## config.mk

```make
export PLATFORM = sky130hd
export DESIGN_NAME = synth_enable_seq
export DESIGN_NICKNAME = d
export VERILOG_FILES = /design/src/rtl/seq_pkg.sv /design/src/rtl/seq_datapath.sv /design/src/rtl/seq_control.sv /design/src/rtl/synth_enable_seq.sv
export SDC_FILE = /design/constraint.sdc
export NUM_CORES = 1
export LEC_CHECK = 0
export BUFFER_PORTS_ARGS = -buffer_cell sky130_fd_sc_hd__buf_4
export CAP_MARGIN = 20
export CORE_AREA = 2 2 60 62
export DETAILED_ROUTE_END_ITERATION = 8
export DIE_AREA = 0 0 62 64
export PLACE_DENSITY_LB_ADDON = 0.2
export SLEW_MARGIN = 20
export SYNTH_ARGS = -nofsm -noshare
export SYNTH_HDL_FRONTEND = slang
export SYNTH_SLANG_ARGS = --single-unit
```

## constraint.sdc

```tcl
create_clock -name clk -period 1.6 [get_ports clk]
set_input_delay 0.24 -clock clk [delete_from_list [all_inputs] [get_ports clk]]
set_output_delay 0.24 -clock clk [all_outputs]
set_load 0.01 [all_outputs]
```

## src/rtl/seq_pkg.sv

```systemverilog
package seq_pkg;

  typedef enum logic [1:0] {
    ST_OFF    = 2'd0,
    ST_SETTLE = 2'd1,
    ST_VALID  = 2'd2
  } seqState_t;

  // Strobes from control to datapath
  typedef struct packed {
    logic cntClear;
    logic cntRun;
    logic forceLow;
  } seqStrobe_t;

  // Packed order matters: {multiply, spread, depth}
  typedef struct packed {
    logic       mult;
    logic       spread;
    logic [1:0] depth;
  } synthSet_t;

  localparam int SET_W = $bits(synthSet_t);

endpackage

```

## src/rtl/seq_datapath.sv

```systemverilog
module seq_datapath
  import seq_pkg::*;
#(
  parameter int LOCK_TICKS  = 10000,
  parameter int SYNC_STAGES = 2
) (
  input  logic       clk,
  input  logic       rstN,
  input  logic       tick,
  input  logic       enableRaw,
  input  synthSet_t  setRaw,
  input  seqStrobe_t strobe,
  output logic       enOn,
  output logic       setChg,
  output logic       cntDone,
  output synthSet_t  setOut
);

  localparam int BUS_W = SET_W + 1;
  localparam int CNT_W = (LOCK_TICKS > 1) ? $clog2(LOCK_TICKS) : 1;
  localparam logic [CNT_W-1:0] CNT_LAST = CNT_W'(LOCK_TICKS - 1);

  // ---------------- synchronizer ----------------
  logic [BUS_W-1:0] syncPipe [SYNC_STAGES];

  for (genvar s = 0; s < SYNC_STAGES; s++) begin : g_sync
    if (s == 0) begin : g_first
      always_ff @(posedge clk or negedge rstN) begin
        if (!rstN) syncPipe[0] <= '0;
        else       syncPipe[0] <= {enableRaw, setRaw};
      end
    end else begin : g_next
      always_ff @(posedge clk or negedge rstN) begin
        if (!rstN) syncPipe[s] <= '0;
        else       syncPipe[s] <= syncPipe[s-1];
      end
    end
  end

  logic      syncEn;
  synthSet_t syncSet;
  assign syncEn  = syncPipe[SYNC_STAGES-1][BUS_W-1];
  assign syncSet = synthSet_t'(syncPipe[SYNC_STAGES-1][SET_W-1:0]);

  // ---------------- enable low-width filter ----------------
  logic lowPrev;
  always_ff @(posedge clk or negedge rstN) begin
    if (!rstN) begin
      lowPrev <= 1'b0;
      enOn    <= 1'b0;
    end else if (tick) begin
      lowPrev <= ~syncEn;
      if (syncEn)       enOn <= 1'b1;
      else if (lowPrev) enOn <= 1'b0;
    end
  end

  // ---------------- setting two-tick filter ----------------
  synthSet_t candSet;
  synthSet_t stableSet;
  always_ff @(posedge clk or negedge rstN) begin
    if (!rstN) begin
      candSet   <= '0;
      stableSet <= '0;
      setChg    <= 1'b0;
    end else begin
      setChg <= 1'b0;
      if (tick) begin
        candSet <= syncSet;
        if ((syncSet == candSet) && (syncSet != stableSet)) begin
          stableSet <= syncSet;
          setChg    <= 1'b1;
        end
      end
    end
  end

  assign setOut = strobe.forceLow ? synthSet_t'('0) : stableSet;

  // ---------------- lock wait counter ----------------
  logic [CNT_W-1:0] waitCnt;
  always_ff @(posedge clk or negedge rstN) begin
    if (!rstN) begin
      waitCnt <= '0;
    end else if (strobe.cntClear) begin
      waitCnt <= '0;
    end else if (strobe.cntRun && tick && (waitCnt != CNT_LAST)) begin
      waitCnt <= waitCnt + 1'b1;
    end
  end

  assign cntDone = strobe.cntRun && tick && (waitCnt == CNT_LAST);

  // Counter never passes its terminal value
  assert_no_overflow_R4 : assert property (
    @(posedge clk) disable iff (!rstN) waitCnt <= CNT_LAST
  );

  // An accepted change always carries a new setting value
  assert_change_is_new_R5 : assert property (
    @(posedge clk) disable iff (!rstN) setChg |-> (stableSet != $past(stableSet))
  );

endmodule

```

## src/rtl/seq_control.sv

```systemverilog
module seq_control
  import seq_pkg::*;
(
  input  logic       clk,
  input  logic       rstN,
  input  logic       enOn,
  input  logic       setChg,
  input  logic       cntDone,
  output seqStrobe_t strobe,
  output logic       pwrDownReq,
  output logic       outHighZ,
  output logic       clockValid
);

  seqState_t state, stateNext;

  always_comb begin
    stateNext = state;
    unique case (state)
      ST_OFF: begin
        if (enOn) stateNext = ST_SETTLE;
      end
      ST_SETTLE: begin
        if (!enOn)        stateNext = ST_OFF;
        else if (setChg)  stateNext = ST_SETTLE;
        else if (cntDone) stateNext = ST_VALID;
      end
      ST_VALID: begin
        if (!enOn)       stateNext = ST_OFF;
        else if (setChg) stateNext = ST_SETTLE;
      end
      default: stateNext = ST_OFF;
    endcase
  end

  always_ff @(posedge clk or negedge rstN) begin
    if (!rstN) state <= ST_OFF;
    else       state <= stateNext;
  end

  always_comb begin
    strobe.cntClear = (state == ST_OFF) || setChg;
    strobe.cntRun   = (state == ST_SETTLE);
    strobe.forceLow = (state == ST_OFF);
  end

  assign pwrDownReq = (state == ST_OFF);
  assign outHighZ   = (state == ST_OFF);
  assign clockValid = (state == ST_VALID);

  // Valid only rises on the cycle after the counter reports its end
  assert_valid_after_wait_R4 : assert property (
    @(posedge clk) disable iff (!rstN) $rose(clockValid) |-> $past(cntDone)
  );

  // Power-down is entered only from a filtered enable-low
  assert_pd_needs_low_R1 : assert property (
    @(posedge clk) disable iff (!rstN) $rose(pwrDownReq) |-> $past(!enOn)
  );

  // A change always drops the valid flag on the next cycle
  assert_change_drops_valid_R5 : assert property (
    @(posedge clk) disable iff (!rstN) (setChg && enOn) |=> !clockValid
  );

endmodule

```

## src/rtl/synth_enable_seq.sv

```systemverilog
module synth_enable_seq
  import seq_pkg::*;
#(
  parameter int LOCK_TICKS  = 10000,
  parameter int SYNC_STAGES = 2
) (
  input  logic       clk,
  input  logic       rstN,
  input  logic       tick,
  input  logic       enableIn,
  input  logic       multIn,
  input  logic       spreadIn,
  input  logic [1:0] depthIn,
  output logic       pwrDownReq,
  output logic       outHighZ,
  output logic       multOut,
  output logic       spreadOut,
  output logic [1:0] depthOut,
  output logic       clockValid
);

  seqStrobe_t strobe;
  synthSet_t  setRaw, setOut;
  logic       enOn, setChg, cntDone;

  assign setRaw = '{mult: multIn, spread: spreadIn, depth: depthIn};

  seq_datapath #(
    .LOCK_TICKS (LOCK_TICKS),
    .SYNC_STAGES(SYNC_STAGES)
  ) i_datapath (
    .clk      (clk),
    .rstN     (rstN),
    .tick     (tick),
    .enableRaw(enableIn),
    .setRaw   (setRaw),
    .strobe   (strobe),
    .enOn     (enOn),
    .setChg   (setChg),
    .cntDone  (cntDone),
    .setOut   (setOut)
  );

  seq_control i_control (
    .clk       (clk),
    .rstN      (rstN),
    .enOn      (enOn),
    .setChg    (setChg),
    .cntDone   (cntDone),
    .strobe    (strobe),
    .pwrDownReq(pwrDownReq),
    .outHighZ  (outHighZ),
    .clockValid(clockValid)
  );

  assign multOut   = setOut.mult;
  assign spreadOut = setOut.spread;
  assign depthOut  = setOut.depth;

  // Settings are zero whenever the core is powered down
  assert_off_forces_low_R2 : assert property (
    @(posedge clk) disable iff (!rstN)
      pwrDownReq |-> ({multOut, spreadOut, depthOut} == 4'b0000)
  );

endmodule

```

# --- Word level (Yosys, flattened, before mapping) ---
# Index checks and enable logic that the tools add are counted.
word_totals:
  out_inout_bits: 7
  wordCells: 49
  ff_bits: 37
  in_bits: 8
op_classes:
  bitwise: 1
  muxes: 14
  reduce_logical: 11
  add_sub_neg: 1
  eq_ne: 9
ops:
  columns: ["op", "n"]
  rows:
  - ["$mux 14", 2]
  - ["$add 14x1->14 const B", 1]
  - ["$eq 14x14->1 const B", 1]
  - ["$ne 14x14->1 const B", 1]
  - ["$mux 2", 6]
  - ["$pmux 2 s3", 1]
  - ["$eq 4x4->1", 1]
  - ["$logic_and 1x1->1", 4]
  - ["$mux 1", 4]
  - ["$mux 4", 1]
  - ["$ne 4x4->1", 1]
  - ["$ne 4x4->1 const B", 1]
  - ["$reduce_and 2->1", 2]
  - ["$reduce_bool 2->1", 2]
  - ["$ne 3x3->1 const B", 1]
  - ["$reduce_and 3->1", 1]
  - ["$eq 2x1->1 const B", 1]
  - ["$eq 2x2->1 const B", 1]
  - ["$logic_not 2->1", 1]
  - ["$ne 2x1->1 const B", 1]
  - ["$logic_or 1x1->1", 1]
  - ["$not 1->1", 1]

# --- Depth between registers and ports, before layout ---
logic_depth:
  depth_word: 7
  ltp_mapped: 5
  ltp_nobuf: 5

# --- Cells and area by module ---
# A second synthesis with hierarchy kept.
hier_totals:
  hier_cells: 145
  area_unflattened_um2: 1685.4
by_module_without_submodules:
  columns: ["mod", "cells_each", "area_per_inst_um2", "n_inst", "seq_area_each_um2"]
  rows:
  - ["seq_datapath", 131, 1555.2, 1, 875.8]
  - ["seq_control", 14, 130.1, 1, 50.0]

# --- Worst setup path after synthesis ---
# Ideal clock, no wire load.
synth_path:
  kind: "reg-to-reg"
  startpoint: "register i_datapath.waitCnt[0]"
  endpoint: "register i_datapath.waitCnt[6]"
  setup_ns: 0.140
  required_time_ns: 1.460
  path_slack_ns: -0.082
  path_stages_with_launch: 6
  arrival_ns: 1.543
  synth_period_minus_slack_ns: 1.682
  n_path_buf: 0
  cell_sequence: "dfrtp_1 ha_1 and3_2 a41o_1 o311ai_0 o41ai_1"
synth_between:
  elab_chain_len: 3
  elab_cells_between_ends: 6
  cone_classes: "add/sub (1); eq/ne (1); mux (2); reduce/logical (2)"
synth_lines:
  columns: ["item", "line", "rtl"]
  rows:
  - ["start: declaration", "seq_datapath.sv:81", "logic [CNT_W-1:0] waitCnt;"]
  - ["start signal: assignment", "seq_datapath.sv:88", "waitCnt <= waitCnt + 1'b1;"]
  - ["$add 14x1->14 / $ne 14x14->1 (equally long branches)", "seq_datapath.sv:88, seq_datapath.sv:87", null]
  - ["$mux 14 / $logic_and 1x1->1 (equally long branches)", "seq_datapath.sv:87", "end else if (strobe.cntRun && tick && (waitCnt != CNT_LAST)) begin"]
  - ["$mux 14 / $reduce_bool 2->1 (equally long branches)", null, null]
# Parallel ways exist; a longest one is shown, timed or not. The select of a mux whose other input is x is not followed.
# A chain may end at the register's enable or synchronous reset.

# --- Worst setup path in the final report ---
layout_path:
  startpoint: "register i_datapath.waitCnt[1]"
  endpoint: "register i_datapath.waitCnt[3]"
# The elaborated chain is that of the path after synthesis.

==> reports/metrics.yaml <==
routed_wl_um: 2945
final_common_cell: "dfrtp_1"
skew_ps: 9.002
power.share.clock: 0.240
synth_seq_area_share: 0.5539
p_leak_nw: 0.9323
placementRows: 21
timing.rr.end: "i_datapath.waitCnt[3]"
start_util: 0.5090
synth-main-ff-cell: "dfrtp_1"
dpl.cell_count: 209
setup_viol: 0
hpwl_um: 2097
clock_sinks: 37
synth_top_area_share: 0.5539
core_mm2: 0.003284
netSwitchingFraction: 0.2675
reg2reg_from: "i_datapath.waitCnt[1]"
async_flop_share: 1.000
hold_path_class: "input pin to flip-flop"
drv_slew: 0
vias: 1212
finalPower_mw: 2.013
drc: 0
yosysUniqueCellTypes: 41
yosysTopAreaCell: "dfrtp_1"
fp.dieW_um: 62
grt_use_total: 0.1833
maxSlewHeadroom: 0.7040
startpoint_type: "flip-flop"
crit_type: "flip-flop to flip-flop"
critical_path_arrival_ps: 1850
ir_drop_v: 0.0006024
antenna_found_initial: 0
crit_slowest_cell: "dfrtp_1"
critPathCaptureType: "flip-flop"
cts.clk_slew.worst_paths_ps: 100
final_cells: 225
vias_per_cell: 5.387
r2r_slack_ps: 20
hp-start: "tick"
pwr-share-comb: 0.211
grt_pass1_wl_um: 5223
p_int_mw: 1.475
numCtsBuffers: 5
place_congestion: 0.8909
syn_area_mm2: 0.001672
wl_per_cell_um: 13.09
outcome: "completed"
max_freq_ghz: 0.6313
ios: 15
worstHoldPathCells: 2
grt-ovfl-total: 0
dieArea_mm2: 0.003968
hold_ws_ps: 203.7
syn_nets: 154
layout-drive-gt1-share: 0.3240
netlist_instances: 145
synth_seq_cells: 37
final_antenna_net_count: 0
cp.required_ps: 1870
maxCapViolations: 0
reg2reg_depth: 5
period_share: 0.9900
setup_tns_ps: 0
fin_crit_ps: 1584
p_sw_mw: 0.5387
port_buffers: 14
grt_max_degree: 38
nNetsFinal: 188
mostFrequentLayoutCells: "dfrtp_1, buf_4, nand2_1"
min_to: "i_datapath.lowPrev"
synth-edff-count: 0
cts_max_path_buffers: 2
drt-initial-drc-count: 116
worst_pin_slew_ps: 444.0
dr.pass1.iters: 4
path_cells: "ha_2, and3_4, a41o_1, or3_1, a21oi_1"
die_h_um: 64
hold_viol_final: 0
crit_fanout: 4
cts_root_buffer: "clkbuf_4"
power_density_mw_per_mm2: 977.7
rsz0062_at_grt: "yes"
tritoncts: "yes"
p_seq_frac: 0.549
syn_to_final_growth_pct: 23.20
h-tree-depth: 2
yosys_warnings: 0
max_stage_delay_ps: 390
clock_latency_ps: 340
nFillCells: 265
grt_pass1_vias: 1202
synth.avg_cell_area_um2: 11.53
antenna_cells: 0
synthTopCellsByArea: "dfrtp_1, mux2_2, xnor2_1"
## logic make-up (layout without fill, tap and decap cells)
family	after synthesis	after routing	share of synthesized area
AOI/OAI and AO/OA	23	23	0.1085
xor gates and xnor gates	13	13	0.06811
adders and majority gates	1	1	0.007484
buffers and inverters	8	42	0.02545
DFF	37	37	0.5539
muxes	10	10	0.06587
and+or+nand+nor	53	53	0.1707
## cell type report
| type | instances | area [µm²] | share of cell area |
|---|---|---|---|
| clock buffers | 7 | 55.05 | 0.02673 |
| inverters | 3 | 11.26 | 0.005468 |
| multi-input cells | 100 | 752.0 | 0.3651 |
| flip-flops and latches | 37 | 928.4 | 0.4508 |
| well taps | 46 | 57.56 | 0.02795 |
| repair buffers | 32 | 255.2 | 0.1239 |
## what timing repair did
item                                    4_1_cts  5_1_grt
pin swaps                                     0        6
gates resized for setup                       0        8
gates cloned                                  0        0
hold endpoints to repair                     42        0
buffers inserted                              1        3
endpoints found under the setup margin        3       20
hold buffers                                  6        0
## synthesized netlist by cell type, types with 2 or more instances
library cell / count
dfrtp_1: 37
a31o_2: 4
o21ai_0: 2
nor2_1: 12
nor4_1: 2
nor2b_1: 4
xnor2_1: 9
mux2_2: 8
inv_1: 3
mux2i_1: 2
nor3_2: 2
clkbuf_1: 2
a21oi_1: 6
xor2_1: 4
nand4_1: 3
nand2b_1: 2
nand3_1: 3
nand2_1: 14
nor3_1: 4
## metal layers
layer  vias up  global-route usage  wire [µm]
met2        30              0.2865       1493
met3         8             0.06073        131
met1       591              0.2243       1260
met4         0             0.08245         61
li1        583                   -          -
met5         -                   0          0
## registers in the layout (all words and copies together), names as in the netlist
name and flops:
i_datapath.candSet 4, i_datapath.enOn 1, i_datapath.stableSet 4, i_datapath.syncPipe 9
i_control.state 2, i_datapath.lowPrev 1, i_datapath.syncEn 1, i_datapath.setChg 1
i_datapath.waitCnt 14
## power by group through the flow
stage / combinational [mW] / sequential (mW) / clock (mW)
floorplan: 0.257 / 1.11 / 0
global placement: 0.401 / 1.12 / 0
detailed placement: 0.409 / 1.12 / 0
CTS: 0.427 / 1.11 / 0.513
global route: 0.470 / 1.12 / 0.558
finish: 0.425 / 1.11 / 0.483
## how the worst max path moves through the flow
stage | from | endpoint | slack [ps] | cells after the start
after global placement | i_datapath.waitCnt[1] | i_datapath.waitCnt[3] | 50 | 5
after global routing | i_datapath.waitCnt[7] | i_datapath.waitCnt[3] | -50 | 5
after CTS | i_datapath.waitCnt[0] | i_datapath.waitCnt[3] | -10 | 5
after detailed placement | i_datapath.waitCnt[1] | i_datapath.waitCnt[3] | 7 | 5
after floorplan | i_datapath.waitCnt[0] | i_datapath.waitCnt[3] | 40 | 5
final | i_datapath.waitCnt[1] | i_datapath.waitCnt[3] | 20 | 5
## worst max-delay path: cells and delay by family (launching register included)
kind	cells	cell delay, ps
DFF	1	390
and+or+nand+nor	2	550
adders and majority gates	1	200
AOI/OAI and AO/OA	2	360
## per-stage QoR
stage          worst slack, ps  area (µm²)    util
6_report                 15.96        2059  0.6270
5_1_grt                 -45.90        2059  0.6270
4_1_cts                 -12.50        1992  0.6065
3_5_place_dp             7.414        1877  0.5714
3_3_place_gp             51.89        1877  0.5714
2_1_floorplan            38.96        1678       -
Note: power is estimated with default switching activity, not from simulation.
